## config.mk

```make
export PLATFORM = sky130hd
export DESIGN_NAME = dewake_trigger
export DESIGN_NICKNAME = d
export VERILOG_FILES = /design/src/rtl/dewake_trigger.sv
export SDC_FILE = /design/constraint.sdc
export NUM_CORES = 1
export LEC_CHECK = 0
export BUFFER_PORTS_ARGS = -buffer_cell sky130_fd_sc_hd__buf_2
export CAP_MARGIN = 20
export CELL_PAD_IN_SITES_DETAIL_PLACEMENT = 0
export CELL_PAD_IN_SITES_GLOBAL_PLACEMENT = 1
export CORE_MARGIN = 2
export CORE_UTILIZATION = 45
export CTS_CLUSTER_DIAMETER = 30
export DETAILED_ROUTE_END_ITERATION = 10
export HOLD_SLACK_MARGIN = 0.12
export PLACE_DENSITY_LB_ADDON = 0.05
export SLEW_MARGIN = 20
export SYNTH_ARGS = -nofsm -noshare
export SYNTH_HDL_FRONTEND = slang
export SYNTH_SLANG_ARGS = --single-unit
```

## constraint.sdc

```tcl
create_clock -name clk -period 10.44 [get_ports clk]
set_clock_uncertainty 0.2 [all_clocks]
set_input_delay 1.044 -clock clk [delete_from_list [all_inputs] [get_ports clk]]
set_output_delay 1.044 -clock clk [all_outputs]
set_load 0.01 [all_outputs]
```

## src/rtl/dewake_trigger.sv

```systemverilog
module dewake_trigger #(
  parameter int LW        = 13,
  parameter int FORCE_WIN = 5
) (
  input  logic                 clk,
  input  logic                 rst_n,
  input  logic [LW-1:0]        vbl_start,
  input  logic                 interlaced,
  input  logic [LW-1:0]        lat_lines,
  input  logic [LW-1:0]        cur_line,
  input  logic                 arm,
  input  logic                 arm_wait,
  input  logic                 clr,
  output logic                 wake,
  output logic signed [LW:0]   tgt_line
);
  localparam int DW = LW + 2;

  logic [LW:0]           vbl_p1;
  logic [LW-1:0]         vbs_eff, vbs_q, tgt_new;
  logic signed [DW-1:0]  raw, diff;
  logic                  armed_q, force_q, force_hit, in_window;

  assign vbl_p1    = {1'b0, vbl_start} + {{LW{1'b0}}, 1'b1};
  assign vbs_eff   = interlaced ? vbl_p1[LW:1] : vbl_start;
  assign raw       = $signed({2'b00, vbs_eff}) - $signed({2'b00, lat_lines});
  assign tgt_new   = raw[DW-1] ? '0 : raw[LW-1:0];
  assign diff      = $signed({2'b00, tgt_new}) - $signed({2'b00, cur_line});
  assign force_hit = !diff[DW-1] && (diff < $signed(DW'(FORCE_WIN)));

  assign in_window = armed_q && (cur_line >= tgt_line[LW-1:0]) && (cur_line < vbs_q);
  assign wake      = force_q | in_window;

  always_ff @(posedge clk) begin
    if (!rst_n) begin
      armed_q  <= 1'b0;
      force_q  <= 1'b0;
      tgt_line <= '1;
      vbs_q    <= '0;
    end else if (clr) begin
      armed_q  <= 1'b0;
      force_q  <= 1'b0;
      tgt_line <= '1;
    end else if (arm) begin
      if (arm_wait) begin
        armed_q  <= 1'b1;
        tgt_line <= $signed({1'b0, tgt_new});
        vbs_q    <= vbs_eff;
        if (force_hit) force_q <= 1'b1;
      end else begin
        armed_q  <= 1'b0;
        tgt_line <= '1;
      end
    end
  end
endmodule


```

==> impl_metrics.json <==
{
  "cp_num_buf_inv": 1,
  "end_kind": "register",
  "final_common_cell": "buf_2",
  "max_freq_ghz": 0.177,
  "die_h_um": 89.8,
  "clkSlewWorstSetupHoldPaths_ns": 0.06,
  "cts_setup_buffers": 0,
  "grt-ovfl-total": 0,
  "num_vias": 3141,
  "finish.instance_area_um2": 3780,
  "drt_iter0_drc": 89,
  "core_um2": 7180,
  "wl_per_cell_um": 13.6,
  "stdcell_count": 592,
  "outcome": "completed",
  "antenna_cells": 0,
  "grt_pass1_vias": 3144,
  "dieArea_um2": 8070,
  "period_needed_ns": 5.64,
  "min_period_over_period_pct": 54.0,
  "ys_seq_area_share_pct": 17.5,
  "grt_pass1_wl_um": 14000,
  "die_w_um": 89.8,
  "antenna_found_initial": 0,
  "drv_cap": 0,
  "r2r-end": "vbs_q[10]$_SDFFE_PN0P_",
  "finalHoldViolCount": 0,
  "num_rows": 31,
  "p_total_w": 0.000392,
  "crit_fanout": 12,
  "viasPerCell": 5.31,
  "final-seq-area_um2": 581,
  "setup_viol": 0,
  "clock-sinks": 29,
  "synth.ff_latch_count": 29,
  "fillers": 728,
  "synthArstFlopShare_pct": 0,
  "ant_nets": 0,
  "syn_to_final_growth_pct": 14.1,
  "syn_nets": 534,
  "synthFlopType": "dfxtp_1",
  "worstSetupStartpointType": "primary input",
  "hpwl_um": 6800,
  "synth-edff-count": 0,
  "cpLargestDelayFamily": "simple AND/OR/NAND/NOR gates",
  "numCtsBuffers": 5,
  "reg2reg_slack_ns": 9.55,
  "clockBufferDepth": 2,
  "synth_top_area_share_pct": 19.6,
  "syn_area_per_cell_um2": 7.62,
  "grt_usage_pct": 20.7,
  "cp.required_ns": 10.46,
  "clk_latency_ns": 0.28,
  "yosys.area.top_type": "ha_1",
  "placed_cell_area_um2": 3700,
  "r2r-start": "vbs_q[10]$_SDFFE_PN0P_",
  "initial_utilization_pct": 46.2,
  "drcViolationCount": 0,
  "synth_warnings": 0,
  "portBuffers": 59,
  "drt-total-wl_um": 8060,
  "power_density_nw_per_um2": 104,
  "final_layout_size_suffix_gt1_share_pct": 16.2,
  "postCtsHoldBufs": 0,
  "max_stage_delay_ns": 0.54,
  "nNetsFinal": 592,
  "leakagePower_nw": 1.84,
  "finalMaxSlewViolations": 0,
  "crit_chain": "buf_2 > nand4_1 > nor3_1 > nand3_1 > a32o_1 > ha_1 > nand2_1 > o31ai_2 > a41oi_2 > or2_4 > ha_1 > fa_1 > nor2b_1 > o2111ai_1 > nand3b_1 > xor2_1 > nor4b_1 > nand4_1 > o21ai_1",
  "worstHoldPathType": "reg -> reg",
  "multi_input_area_um2": 2480,
  "root_buffer": "clkbuf_8",
  "syn_inst": 435,
  "setup_ws_ns": 4.80,
  "htree_num_levels": 2,
  "dp.cells": 585,
  "max-vdd-ir-drop_v": 0.0000406,
  "startpoint": "vbl_start[2]",
  "r2r_cells": 2,
  "synthTopCellsByArea": "ha_1, dfxtp_1, inv_1",
  "cts_resized": 0,
  "synth.distinct_cells": 59,
  "cp.arrival_ns": 5.66,
  "rsz0062_at_grt": "false",
  "pre_cts_ws_ns": 4.56,
  "hold_end": "vbs_q[6]$_SDFFE_PN0P_",
  "hold_start": "vbs_q[6]$_SDFFE_PN0P_",
  "final.setup.tns_ns": 0,
  "cp_slowest_cell": "nor3_1",
  "tightestPinTransition_ns": 0.933,
  "grt_max_degree": 23,
  "gp_congestion": 0.862,
  "pin_count": 60,
  "holdPathStages": 2,
  "worstSetupPathType": "in -> reg",
  "syn_area_um2": 3320,
  "cts_tree": "built",
  "firstDrtPassIters": 7,
  "mostFrequentLayoutCells": "buf_2, inv_1, ha_1",
  "max_slew_margin_pct": 37.6
}
==> registers in the layout, indices dropped and copies added, names as in the netlist <==
signal and cells:
tgt_line 14, vbs_q 13, armed_q 1, force_q 1
==> per-layer routing <==
metal / global-route usage (%) / part of all wire [%]
met1: 28.3 / 50
met2: 35.7 / 45
met3: 1.93 / 3.9
met4: 4.62 / 1.1
met5: 0 / 0
==> synth_stat cells, drive strengths merged, types with 9 or more instances <==
master,n
a21boi,11
a21o,9
a21oi,35
dfxtp,29
ha,52
inv,57
nand2,43
nand2b,14
nor2,31
o21a,10
o21ai,23
o22a,11
==> layout make-up <==
type / instances / share of cell area [%]
inverter: 57 / 5.65
tap: 99 / 3.27
sequential: 29 / 15.3
clock buffer: 7 / 2.28
multi-input combinational: 341 / 65.6
timing repair buffer: 59 / 7.80
==> worst max-delay path by stage <==
stage	end	slack (ns)	depth (start not counted)
floorplan	force_q$_SDFFE_PP0P_	5.40	19
global placement	force_q$_SDFFE_PP0P_	4.72	19
detailed placement	force_q$_SDFFE_PP0P_	4.56	19
CTS	force_q$_SDFFE_PP0P_	4.85	19
global route	force_q$_SDFFE_PP0P_	4.51	19
finish	force_q$_SDFFE_PP0P_	4.80	19
==> cells by family after synthesis <==
kind of cell | share of synthesized area, %
xor gates and xnor gates | 3.70
and+or+nand+nor | 20.1
DFF | 17.5
muxes | 2.53
adders and majority gates | 20.8
buffers and inverters | 7.59
AOI/OAI and AO/OA | 27.7
==> through the flow <==
step,hold WS (ns),util [%]
finish,0.265,52.7
global route,0.299,52.7
CTS,0.269,52.7
detailed placement,0.256,51.5
global placement,0.252,51.5
floorplan,0.225,-
==> power by group <==
part	switching, W	total, W	internal [W]
clock	0.0000433	0.0000955	0.0000522
combinational	0.000101	0.000179	0.0000777
sequential	0.00000274	0.000118	0.000115
==> worst register-to-register path, stage by stage, from the launching register on <==
cell,delay (ns)
dfxtp_1,0.35
nand2_1,0.06
a21boi_0,0.20
Note: power is estimated with default switching activity, not from simulation.
